==> config.mk <==
export PLATFORM = sky130hd
export DESIGN_NAME = rslice_top
export DESIGN_NICKNAME = d
export VERILOG_FILES = /design/src/rtl/rslice_pkg.sv /design/src/rtl/rslice_alu.sv /design/src/rtl/rslice_regs.sv /design/src/rtl/rslice_stack.sv /design/src/rtl/rslice_top.sv
export SDC_FILE = /design/constraint.sdc
export NUM_CORES = 1
export LEC_CHECK = 0
export BUFFER_PORTS_ARGS = -buffer_cell sky130_fd_sc_hd__buf_4
export CORE_MARGIN = 4
export CORE_UTILIZATION = 35
export DETAILED_ROUTE_END_ITERATION = 7
export HOLD_SLACK_MARGIN = 0.08
export SLEW_MARGIN = 10
export SYNTH_ARGS = -nofsm -noshare
export SYNTH_HDL_FRONTEND = slang
export SYNTH_HIERARCHICAL = 1
export SYNTH_SLANG_ARGS = --single-unit
==> constraint.sdc <==
create_clock -name clk -period 6.3 [get_ports clk]
set_clock_uncertainty 0.05 [all_clocks]
set_input_delay 0.945 -clock clk [delete_from_list [all_inputs] [get_ports clk]]
set_output_delay 0.945 -clock clk [all_outputs]
set_load 0.02 [all_outputs]
==> src/rtl/rslice_pkg.sv <==
package rslice_pkg;
  typedef enum logic [2:0] {
    FN_ADD   = 3'd0,
    FN_SUB   = 3'd1,
    FN_AND   = 3'd2,
    FN_OR    = 3'd3,
    FN_XOR   = 3'd4,
    FN_PASSA = 3'd5,
    FN_PASSB = 3'd6,
    FN_NOTA  = 3'd7
  } fn_e;
endpackage

==> src/rtl/rslice_alu.sv <==
module rslice_alu #(
  parameter int W = 4
) (
  input  logic [2:0]   fn,
  input  logic [W-1:0] a,
  input  logic [W-1:0] b,
  input  logic         cin,
  output logic [W-1:0] res,
  output logic         cout,
  output logic         ovf
);
  import rslice_pkg::*;

  fn_e          fsel;
  logic [W-1:0] bx;
  logic [W:0]   sum;

  assign fsel = fn_e'(fn);
  assign bx   = (fsel == FN_SUB) ? ~b : b;
  assign sum  = {1'b0, a} + {1'b0, bx} + {{W{1'b0}}, cin};

  always_comb begin
    res  = '0;
    cout = 1'b0;
    ovf  = 1'b0;
    case (fsel)
      FN_ADD, FN_SUB: begin
        res  = sum[W-1:0];
        cout = sum[W];
        ovf  = (a[W-1] == bx[W-1]) && (sum[W-1] != a[W-1]);
      end
      FN_AND:   res = a & b;
      FN_OR:    res = a | b;
      FN_XOR:   res = a ^ b;
      FN_PASSA: res = a;
      FN_PASSB: res = b;
      FN_NOTA:  res = ~a;
      default:  res = '0;
    endcase
  end
endmodule

==> src/rtl/rslice_regs.sv <==
module rslice_regs #(
  parameter int W     = 4,
  parameter int NACC  = 4,
  parameter int SW    = 3,
  parameter int IDX_A = 2,
  parameter int IDX_B = 3,
  localparam int AW   = $clog2(NACC)
) (
  input  logic          clk,
  input  logic          rst,
  input  logic          wr_en,
  input  logic [SW-1:0] dst_sel,
  input  logic [W-1:0]  wdata,
  input  logic [SW-1:0] a_sel,
  input  logic [AW-1:0] b_sel,
  input  logic [1:0]    addr_sel,
  output logic [W-1:0]  a_val,
  output logic [W-1:0]  b_val,
  output logic [W-1:0]  addr_val
);
  localparam logic [SW-1:0] PC_CODE = SW'(NACC);

  logic [W-1:0] acc_q [NACC];
  logic [W-1:0] pc_q;

  for (genvar g = 0; g < NACC; g++) begin : g_acc
    always_ff @(posedge clk) begin
      if (rst)
        acc_q[g] <= '0;
      else if (wr_en && dst_sel == SW'(g))
        acc_q[g] <= wdata;
    end
  end

  always_ff @(posedge clk) begin
    if (rst)
      pc_q <= '0;
    else if (wr_en && dst_sel == PC_CODE)
      pc_q <= wdata;
  end

  always_comb begin
    if (a_sel == PC_CODE)
      a_val = pc_q;
    else if (a_sel < PC_CODE)
      a_val = acc_q[a_sel[AW-1:0]];
    else
      a_val = '0;
  end

  assign b_val = acc_q[b_sel];

  always_comb begin
    case (addr_sel)
      2'd2:    addr_val = acc_q[IDX_A];
      2'd3:    addr_val = acc_q[IDX_B];
      default: addr_val = pc_q;
    endcase
  end
endmodule

==> src/rtl/rslice_stack.sv <==
module rslice_stack #(
  parameter int W     = 4,
  parameter int DEPTH = 16,
  localparam int PW   = $clog2(DEPTH)
) (
  input  logic         clk,
  input  logic         rst,
  input  logic         push,
  input  logic         pop,
  input  logic [W-1:0] din,
  output logic [W-1:0] top,
  output logic         full,
  output logic         empty
);
  localparam logic [PW:0] CAP = (PW+1)'(DEPTH);

  logic [W-1:0]  mem [DEPTH];
  logic [PW-1:0] wp_q, wp_nxt, tp;
  logic [PW:0]   cnt_q, cnt_nxt;
  logic          has_data, replace;

  assign tp       = wp_q - 1'b1;
  assign has_data = (cnt_q != '0);
  assign replace  = push && pop && has_data;
  assign top      = has_data ? mem[tp] : '0;

  always_ff @(posedge clk) begin
    if (push)
      mem[replace ? tp : wp_q] <= din;
  end

  always_comb begin
    wp_nxt  = wp_q;
    cnt_nxt = cnt_q;
    if (replace) begin
      wp_nxt  = wp_q;
      cnt_nxt = cnt_q;
    end else if (push) begin
      wp_nxt  = wp_q + 1'b1;
      cnt_nxt = (cnt_q == CAP) ? CAP : cnt_q + 1'b1;
    end else if (pop && has_data) begin
      wp_nxt  = tp;
      cnt_nxt = cnt_q - 1'b1;
    end
  end

  always_ff @(posedge clk) begin
    if (rst) begin
      wp_q  <= '0;
      cnt_q <= '0;
      full  <= 1'b0;
      empty <= 1'b1;
    end else begin
      wp_q  <= wp_nxt;
      cnt_q <= cnt_nxt;
      full  <= (cnt_nxt == CAP);
      empty <= (cnt_nxt == '0);
    end
  end
endmodule

==> src/rtl/rslice_top.sv <==
module rslice_top #(
  parameter int W     = 4,
  parameter int NACC  = 4,
  parameter int DEPTH = 16,
  localparam int SW   = $clog2(NACC + 2),
  localparam int AW   = $clog2(NACC)
) (
  input  logic          clk,
  input  logic          rst,
  input  logic [2:0]    op_sel,
  input  logic [SW-1:0] a_sel,
  input  logic [AW-1:0] b_acc,
  input  logic          b_imm,
  input  logic [W-1:0]  imm_in,
  input  logic          cin,
  input  logic [SW-1:0] dst_sel,
  input  logic          wr_en,
  input  logic          push,
  input  logic          pop,
  input  logic [1:0]    addr_sel,
  output logic [W-1:0]  y_out,
  output logic          cout,
  output logic          flag_c,
  output logic          flag_v,
  output logic          flag_z,
  output logic [W-1:0]  addr_out,
  output logic          stk_full,
  output logic          stk_empty
);
  localparam logic [SW-1:0] STK_CODE = SW'(NACC + 1);

  logic [W-1:0] reg_a, reg_b, stk_top, op_a, op_b, res;
  logic         c_o, v_o;

  rslice_regs #(.W(W), .NACC(NACC), .SW(SW), .IDX_A(2), .IDX_B(3)) u_regs (
    .clk(clk), .rst(rst), .wr_en(wr_en), .dst_sel(dst_sel), .wdata(res),
    .a_sel(a_sel), .b_sel(b_acc), .addr_sel(addr_sel),
    .a_val(reg_a), .b_val(reg_b), .addr_val(addr_out)
  );

  rslice_stack #(.W(W), .DEPTH(DEPTH)) u_stack (
    .clk(clk), .rst(rst), .push(push), .pop(pop), .din(res),
    .top(stk_top), .full(stk_full), .empty(stk_empty)
  );

  assign op_a = (a_sel == STK_CODE) ? stk_top : reg_a;
  assign op_b = b_imm ? imm_in : reg_b;

  rslice_alu #(.W(W)) u_alu (
    .fn(op_sel), .a(op_a), .b(op_b), .cin(cin),
    .res(res), .cout(c_o), .ovf(v_o)
  );

  assign cout = c_o;

  always_ff @(posedge clk) begin
    if (rst) begin
      y_out  <= '0;
      flag_c <= 1'b0;
      flag_v <= 1'b0;
      flag_z <= 1'b0;
    end else begin
      y_out  <= res;
      flag_c <= c_o;
      flag_v <= v_o;
      flag_z <= (res == '0);
    end
  end
endmodule

======== Word-level counts from Yosys, hierarchy flattened ========
Memory sizes are Yosys's and may differ from the RTL's.
Cells that the tools add are included.
storage, ports and cells
  register bits after elaboration ......... 22
  bits in writable memories ............... 80
  input port bits ......................... 24
  output and inout port bits .............. 14
  logic and storage cells ................. 102
  memories ................................ 2
memories
  name          depth  bits a word  read ports  clocked after Yosys merged registers in  write ports  RTL line            source
  u_stack.mem   16     4            1           0                                        1            rslice_stack.sv:17  logic [W-1:0] mem [DEPTH];
  u_regs.acc_q  4      4            4           0                                        4            rslice_regs.sv:23   logic [W-1:0] acc_q [NACC];
operators by class
  add/subtract/negate cells ............... 6
  magnitude comparators ................... 1
  equal/unequal tests ..................... 19
  mux-type cells .......................... 36
  bitwise operators ....................... 11
  reduce and logical (&&, ||, !) cells .... 18
operators with widths
  cell                   count
  $mux W4                13
  $pmux W4 S7            1
  $eq A3 B3 Y1 const B   7
  $mux W5                4
  $mux W1                17
  $eq A3 B2 Y1 const B   4
  $eq A5 B5 Y1 const B   2
  $logic_and A1 B1 Y1    9
  $not A4 Y4             2
  $pmux W4 S2            1
  $eq A3 B1 Y1 const B   2
  $logic_not A3 Y1       2
  $add A4 B4 Y5          1
  $add A5 B1 Y5          1
  $add A5 B1 Y5 const B  1
  $logic_not A5 Y1       1
  $reduce_bool A5 Y1     1
  $sub A5 B1 Y5 const B  1
  $add A4 B1 Y4 const B  1
  $and A4 B4 Y4          1
  $eq A2 B2 Y1 const B   2
  $logic_not A4 Y1       1
  $or A1 B1 Y1           4
  $or A4 B4 Y4           1
  other kinds (9)        11

======== Logic depth before layout (Yosys ltp) ========
Gate-level depths: netlist of run 1.
  depth after elaboration ................. 8
  gate-level depth with buffers ........... 20
  gate-level depth less buffers ........... 16

======== Cells and area by module ========
The synthesis of run 1 kept the hierarchy.
by module, submodules not included
  module        times used  cells each  area an instance (um^2)  sequential area each (um^2)
  rslice_stack  1           245         3532.1                   2142.1
  rslice_regs   1           103         1207.4                   560.5
  rslice_alu    1           79          605.6                    0.0
  rslice_top    1           24          299.0                    140.1

======== Worst setup path after synthesis of run 1 ========
No wires, ideal clock.
  path kind ............................... reg-to-output
  start point ............................. reg u_stack.wp_q[0]
  end point ............................... out cout
  arrival ................................. 3983 ps
  data required time ...................... 5305 ps
  path slack .............................. 1322 ps
  cell stages (with the launch flop) ...... 19
  buffers on the path ..................... 5
  cells stage by stage .................... dfxtp_1 buf_2 buf_6 buf_4 inv_1 ha_1 buf_2 buf_2 mux4_2 mux2i_1 a211oi_1 mux2_1 inv_1 fa_1 fa_1 inv_1 a21o_1 a21oi_1 nor3_1
between the ends
  word-level cells in the longest chain between the ends .. 7
ends and longest elaborated chain
  item                    RTL line            source
  from (decl)             rslice_stack.sv:18  logic [PW-1:0] wp_q, wp_nxt, tp;
  from (signal assigned)  rslice_stack.sv:54  wp_q <= wp_nxt;
  $sub A4 B1 Y4           rslice_stack.sv:22  assign tp = wp_q - 1'b1;
  $mem_v2 Z16 W4          -
  $mux W4                 rslice_stack.sv:25  assign top = has_data ? mem[tp] : '0;
  via stk_top[0]          rslice_top.sv:32    logic [W-1:0] reg_a, reg_b, stk_top, op_a, op_b, res;
  $mux W4                 rslice_top.sv:46    assign op_a = (a_sel == STK_CODE) ? stk_top : reg_a;
  via op_a[0]             rslice_top.sv:32
  $add A4 B4 Y5           rslice_alu.sv:20    assign sum = {1'b0, a} + {1'b0, bx} + {{W{1'b0}}, cin};
  $add A5 B1 Y5           rslice_alu.sv:20
  $mux W1                 rslice_alu.sv:26    case (fsel)
  to (decl)               rslice_top.sv:22    output logic cout,
The timed path passes the listed nets, and every way through them passes these cells.

======== Worst setup path after layout of run 1 ========
  start point ............................. reg u_stack.wp_q[1]
  end point ............................... out cout
The elaborated chain is that of the path after synthesis.

==> results by group, run 1 <==
Clocking
  • Postcts setup bufs: 0
  • Clock transition at path regs: 0.07 ns
  • H-tree depth: 3
  • Num CTS Buffers: 9
  • Clk root buf: clkbuf_16
  • Clock latency on the worst-skew pair: 0.35 ns
  • Num Clock Sinks: 102
  • Deepest clock path buffer count: 2
  • # hold bufs at CTS: 0
  • CTS tree: yes
  • # resized after CTS: 0

Timing
  • Rel. slew slack: 44.1%
  • Tmin final: 5.30 ns
  • RSZ-0062 raised after global routing: no
  • Fmax: 189 MHz
  • Setup Viol. Count Final: 0
  • Final hold vios: 0
  • Worst slew pin tran: 0.834 ns
  • Max Slew Vio Count: 0
  • WHS: 0.501 ns
  • Final period util: 84.1%
  • Setup TNS: 0 ns

Outcome
  • Outcome: finished clean

Cells and area
  • NumNets Final: 519
  • Post-synthesis to final-layout area growth: 12.5%
  • Commonest non-fill, non-tap cell in the layout: edfxtp_1
  • Most frequent cells in the layout: edfxtp_1, nor2_1, buf_4, inv_1
  • N_diodes: 0
  • Share of layout cells above drive strength 1: 23.9%

GRT
  • GR Overflow Total: 0
  • Met3 GRT Util: 1.75%
  • Grt met2 use: 23.0%
  • Initial antenna violation count: 0
  • Number of global-route vias before repair: 3,710
  • Gr busiest metal: met2
  • Largest net degree at the start of global routing: 27
  • Global-route wire length before repair: 19,600 µm
  • Met1 usage: 18.1%
  • All-Layer GR Usage: 13.7%

Synth
  • Synth area leaders: edfxtp_1, mux4_2, dfxtp_1
  • Synth Flop Type: edfxtp_1
  • Post-synth EDFFs: 80
  • Post-Syn Instances: 451
  • FF+latch count, synth: 102
  • FFs w/ async S/R, synth: 0%
  • Warnings from Yosys: 6
  • Mean Syn Cell Area: 12.5 µm²
  • Synth cell types: 71
  • Mapped cell area: 5640 µm²
  • Register area share after synthesis: 50.4%
  • Top-area cell type share of the netlist area: 42.6%
  • Most area-hungry cell type in the Yosys netlist: edfxtp_1
  • Syn Nets: 493

Die
  • Die area: 18,200 µm²
  • Initial Util: 35.7%
  • # rows: 46
  • Floorplan core area: 15,800 µm²
  • I/O pins: 38
  • Chip Height: 135 µm
  • Die width: 135 µm

Placement
  • Port bufs: 37
  • RD Place Congestion: 0.841
  • Post-DP HPWL: 8530 µm

Setup path
  • Crit path launch type: register
  • Crit. End Element: output port
  • WP data arrival: 4.30 ns
  • Critical Path Fanout Max: 13
  • Setup Crit Path Kind: reg -> out
  • CP required: 5.30 ns

Power
  • Power per cell area: 333 nW/µm²
  • Leakage power: 2.28 nW
  • Peak VDD IR: 0.000127 V

Detailed routing
  • Vias: 3,633
  • Detailed Route WL: 12,100 µm
  • # DRC: 0
  • Routed Antenna Nets: 0
  • Drt first pass iters: 5
  • WL per Instance: 17.3 µm
  • 1st-iter DRT viols: 293
  • Vias per cell: 5.20

Job
  • Max Cap Violations: 0

Min path
  • Hold WC Path Type: reg -> reg
==> sequential cells by signal (all words and copies together) (netlist names) <==
name / count
u_stack/mem: 64
u_regs/acc_q: 16
u_stack/cnt_q: 5
u_regs/pc_q: 4
u_stack/wp_q: 4
y_out: 4
flag_c: 1
flag_v: 1
flag_z: 1
u_stack/empty: 1
u_stack/full: 1
==> final timing paths <==
path / from / end / slack (ns) / cells after the start
max: u_stack/wp_q[1] / cout / 1.00 / 16
min reg2reg: u_regs/pc_q[0] / u_regs/pc_q[0] / 0.50 / 2
max reg2reg: u_stack/wp_q[1] / flag_z / 1.52 / 18
min: u_regs/pc_q[0] / u_regs/pc_q[0] / 0.50 / 2
==> critical path, cell delays in order, from the launching register on <==
cell and delay [ns]:
dfxtp_1 0.47, inv_1 0.11, ha_1 0.50, buf_4 0.28, mux4_2 0.21, nor2b_1 0.14
a211oi_1 0.07, a211oi_1 0.32, mux2_1 0.24, inv_1 0.09, fa_1 0.47, fa_1 0.42
inv_1 0.07, a21o_1 0.11, a21oi_1 0.07, nor3_1 0.19, buf_4 0.19
==> routing by layer <==
layer  wire length [µm]  part of all wire (%)  vias up
met5                  0                     0        -
met3                379                   3.1       15
met1               5430                    45     1795
met2               6000                    50       81
met4                245                   2.0        0
li1                   -                     -     1742
==> kinds of logic (layout without fill, tap and decap cells) <==
group | count (synthesis) | count (layout) | synth area share [%]
DFF | 102 | 102 | 50.4
AOI/OAI and AO/OA | 76 | 76 | 9.73
muxes | 52 | 52 | 14.3
and+or+nand+nor | 137 | 137 | 14.1
xor gates and xnor gates | 14 | 14 | 2.44
adders and majority gates | 18 | 18 | 4.26
buffers and inverters | 52 | 83 | 4.72
==> area by class of cell <==
cell class,instances,area (µm²)
well taps,216,270
clock buffers,9,225
fillers,1483,9480
repair buffers,43,323
clock inverters,7,63.8
multi-input cells,297,2530
flip-flops and latches,102,2840
inverters,24,90.1
==> cells in the mapped netlist (4+ instances only) <==
master	count
nor3_2	5
a211oi_1	12
clkbuf_1	4
nor2_1	45
buf_2	13
mux2i_1	19
xnor2_1	11
a21oi_1	16
dfxtp_1	22
mux4_2	22
a31o_2	6
ha_1	16
and2_1	17
mux2_1	4
nand2_1	12
mux2_2	7
nor3_1	11
inv_1	24
nor2b_1	12
buf_6	6
edfxtp_1	80
o21ai_0	6
o21ai_1	4
==> power breakdown <==
part	total, mW	internal, mW	switching, mW	leakage, nW
Sequential	0.845	0.809	0.0360	0.926
Combinational	0.732	0.313	0.420	1.22
Clock	0.536	0.278	0.258	0.137
Total	2.11	1.40	0.714	2.28
==> stage by stage <==
stage	cells	util, %	power [mW]	cell area, µm²	worst slack, ns
global route	698	40.1	2.24	6350	0.640
finish	698	40.1	2.11	6350	1.00
CTS	698	40.1	2.13	6350	1.00
global placement	682	38.3	1.57	6060	1.51
floorplan	451	-	1.42	5640	1.32
detailed placement	682	38.3	1.59	6060	1.41
(Power assumes the default switching activity.)
==> run 2: changes to the inputs <==
clock period = 4.8 ns   (was 6.3 ns; I/O delays follow)
==> run 2 against run 1 <==
Largest cell class unchanged. Total power increased by 35%. Sequential cell count stayed put. Die area did not move.
==> results by group, run 2 (same netlist as run 1, synthesis figures left out) <==
Outcome
  • Outcome: finished clean

Detailed routing
  • WL per Instance: 17.2 µm (-0.42%)
  • 1st-iter DRT viols: 297 (+1.4%)
  • Vias per cell: 5.15 (-1.0%)
  • Detailed Route WL: 12,100 µm (+0.15%)
  • Vias: 3,617 (-0.44%)
  • Drt first pass iters: 4 (-1)
  • # DRC: 0 (unchanged)
  • Routed Antenna Nets: 0 (unchanged)

Clocking
  • Clock transition at path regs: 0.07 ns (about the same)
  • Num CTS Buffers: 9 (unchanged)
  • Clock latency on the worst-skew pair: 0.35 ns (about the same)
  • # hold bufs at CTS: 0 (unchanged)
  • Num Clock Sinks: 102 (unchanged)
  • H-tree depth: 3 (unchanged)
  • Deepest clock path buffer count: 2 (unchanged)
  • Clk root buf: clkbuf_16
  • CTS tree: yes

Placement
  • Placed Cells: 686 (+0.59%)
  • Port bufs: 37 (unchanged)
  • RD Place Congestion: 0.853 (+1.3%)
  • Post-DP HPWL: 8660 µm (+1.5%)

GRT
  • GR Overflow Total: 0 (unchanged)
  • Global-route wire length before repair: 19,900 µm (+1.5%)
  • Initial antenna violation count: 0 (unchanged)
  • Number of global-route vias before repair: 3,633 (-2.1%)
  • All-Layer GR Usage: 14.0% (+0.30 points)
  • Largest net degree at the start of global routing: 27 (unchanged)

Setup path
  • Crit path launch type: register
  • Critical path's slowest cell: fa_1
  • Critical R2R Launch: u_stack/wp_q[0]
  • Buf+Inv Stages, Crit Path: 4 (-1)
  • CP required: 4.03 ns (-1.27 ns)
  • WP data arrival: 3.75 ns (-0.55 ns)
  • Worst setup path start: u_stack/wp_q[0]
  • Critical Path Fanout Max: 9 (-4)
  • Crit. End Element: output port
  • Setup Crit Path Kind: reg -> out
  • Largest delay contributor family on the critical path: adder cells
  • CP max stage delay: 0.46 ns (-0.04 ns)
  • Worst path cell trace: inv_1, ha_4, mux4_2, nor2b_1, a211oi_1, a211oi_1, mux2_1, inv_1, fa_1, fa_1, inv_1, a21o_1, a21oi_1, nor3_1, buf_4
  • CP dominant cell by count: inv_1

Die
  • Die area: 18,200 µm² (unchanged)
  • Initial Util: 35.7% (unchanged)
  • Chip Height: 135 µm (unchanged)
  • # rows: 46 (unchanged)
  • I/O pins: 38 (unchanged)
  • Die width: 135 µm (unchanged)
  • Floorplan core area: 15,800 µm² (unchanged)

Timing
  • Rel. slew slack: 62.7% (+19 points)
  • Final period util: 94.1%
  • Max Slew Vio Count: 0 (unchanged)
  • Tmin final: 4.52 ns
  • Fmax: 221 MHz
  • Setup Viol. Count Final: 0 (unchanged)
  • RSZ-0062 raised after global routing: no
  • Final hold vios: 0 (unchanged)
  • Setup TNS: 0 ns (unchanged)
  • Worst slew pin tran: 0.558 ns (-0.276 ns)

Cells and area
  • Biggest regs: u_stack/mem: 64 flops, u_regs/acc_q: 16 flops, u_stack/cnt_q: 5 flops
  • FF+latch area: 2850 µm² (about the same)
  • N_diodes: 0 (unchanged)
  • Fin util: 40.6% (+0.44 points)
  • Post-synthesis to final-layout area growth: 13.7%
  • Largest Register: u_stack/mem
  • Most frequent cells in the layout: edfxtp_1, buf_4, nor2_1, inv_1, mux4_2
  • Area of the multi-input gates: 2560 µm² (+0.94%)
  • Share of layout cells above drive strength 1: 24.9% (+1.0 points)
  • Max reg flops: 64 (unchanged)
  • Fill count: 1,491 (+0.54%)
  • Final Non-Filler Cells: 702 (+0.57%)
  • NumNets Final: 523 (+0.77%)
  • Commonest non-fill, non-tap cell in the layout: edfxtp_1

Power
  • Clk network pwr share: 24.9% (-0.5 points)
  • NetSw: 0.962 mW (+35%)
  • Peak VDD IR: 0.000207 V (+63%)
  • Power per cell area: 444 nW/µm² (+33%)
  • Switch share: 33.8% (about the same)
  • Leakage power: 2.31 nW (+1.3%)
  • Pint: 1.89 mW (+35%)
  • Logic pwr share: 36.0% (+1.3 points)
  • Sequential power share: 39.1% (-0.9 points)

Min path
  • Hold WC Path Type: reg -> reg
  • HP Start: u_regs/pc_q[2]

Job
  • Max Cap Violations: 0 (unchanged)
==> run 2: path summary, 6_finish.rpt <==
check	slack, ns	to	cells after the start
max reg2reg	0.70	u_regs/acc_q[2][1]	13
min	0.49	u_regs/pc_q[2]	2
min reg2reg	0.49	u_regs/pc_q[2]	2
max	0.28	cout	15
==> run 2: metal layers <==
metal	track usage (%)	wire, µm	up-vias	part of all wire (%)
li1	-	-	1750	-
met1	20.0	5640	1776	47
met2	21.6	5810	78	48
met3	2.38	432	13	3.6
met4	4.87	180	0	1.5
met5	0	0	-	0
==> run 2: worst register-to-register path, stage by stage, from the launching register on <==
cell and delay (ns):
dfxtp_2 0.39, buf_4 0.35, mux4_2 0.55, nor2b_1 0.14
a211oi_1 0.23, a211oi_1 0.08, mux2_1 0.36, inv_1 0.13
fa_1 0.22, fa_1 0.41, mux4_2 0.45, inv_1 0.30
buf_12 0.19, and2_1 0.13
==> run 2: cell type report <==
cell class / count / area share (%)
flip-flops and latches: 102 / 44.3
multi-input cells: 297 / 39.9
repair buffers: 47 / 5.69
well taps: 216 / 4.21
clock buffers: 9 / 3.51
inverters: 24 / 1.40
clock inverters: 7 / 1.01
==> run 2: power by group through the flow <==
stage          sequential [mW]  combinational [mW]  clock (mW)
2_1_floorplan             1.12               0.747           0
3_3_place_gp              1.13               0.987           0
3_5_place_dp              1.13                1.00           0
4_1_cts                   1.11                1.01       0.726
5_1_grt                   1.13                1.12       0.760
6_report                  1.11                1.02       0.710
==> run 2: what timing repair did <==
action / CTS / global route
gates cloned: 0 / 0
buffers inserted: 0 / 0
resized for setup: 1 / 4
setup endpoints to repair: 1 / 1
==> run 2: per-stage QoR <==
| step | setup WS, ns | cell area [µm²] | total power [mW] | hold slack, ns |
|---|---|---|---|---|
| CTS | 0.0427 | 6400 | 2.85 | 0.492 |
| global route | 0.0186 | 6420 | 3.00 | 0.525 |
| floorplan | 0.0469 | 5640 | 1.86 | 0.428 |
| finish | 0.282 | 6420 | 2.85 | 0.492 |
| global placement | 0.411 | 6100 | 2.12 | 0.468 |
| detailed placement | 0.349 | 6100 | 2.13 | 0.476 |
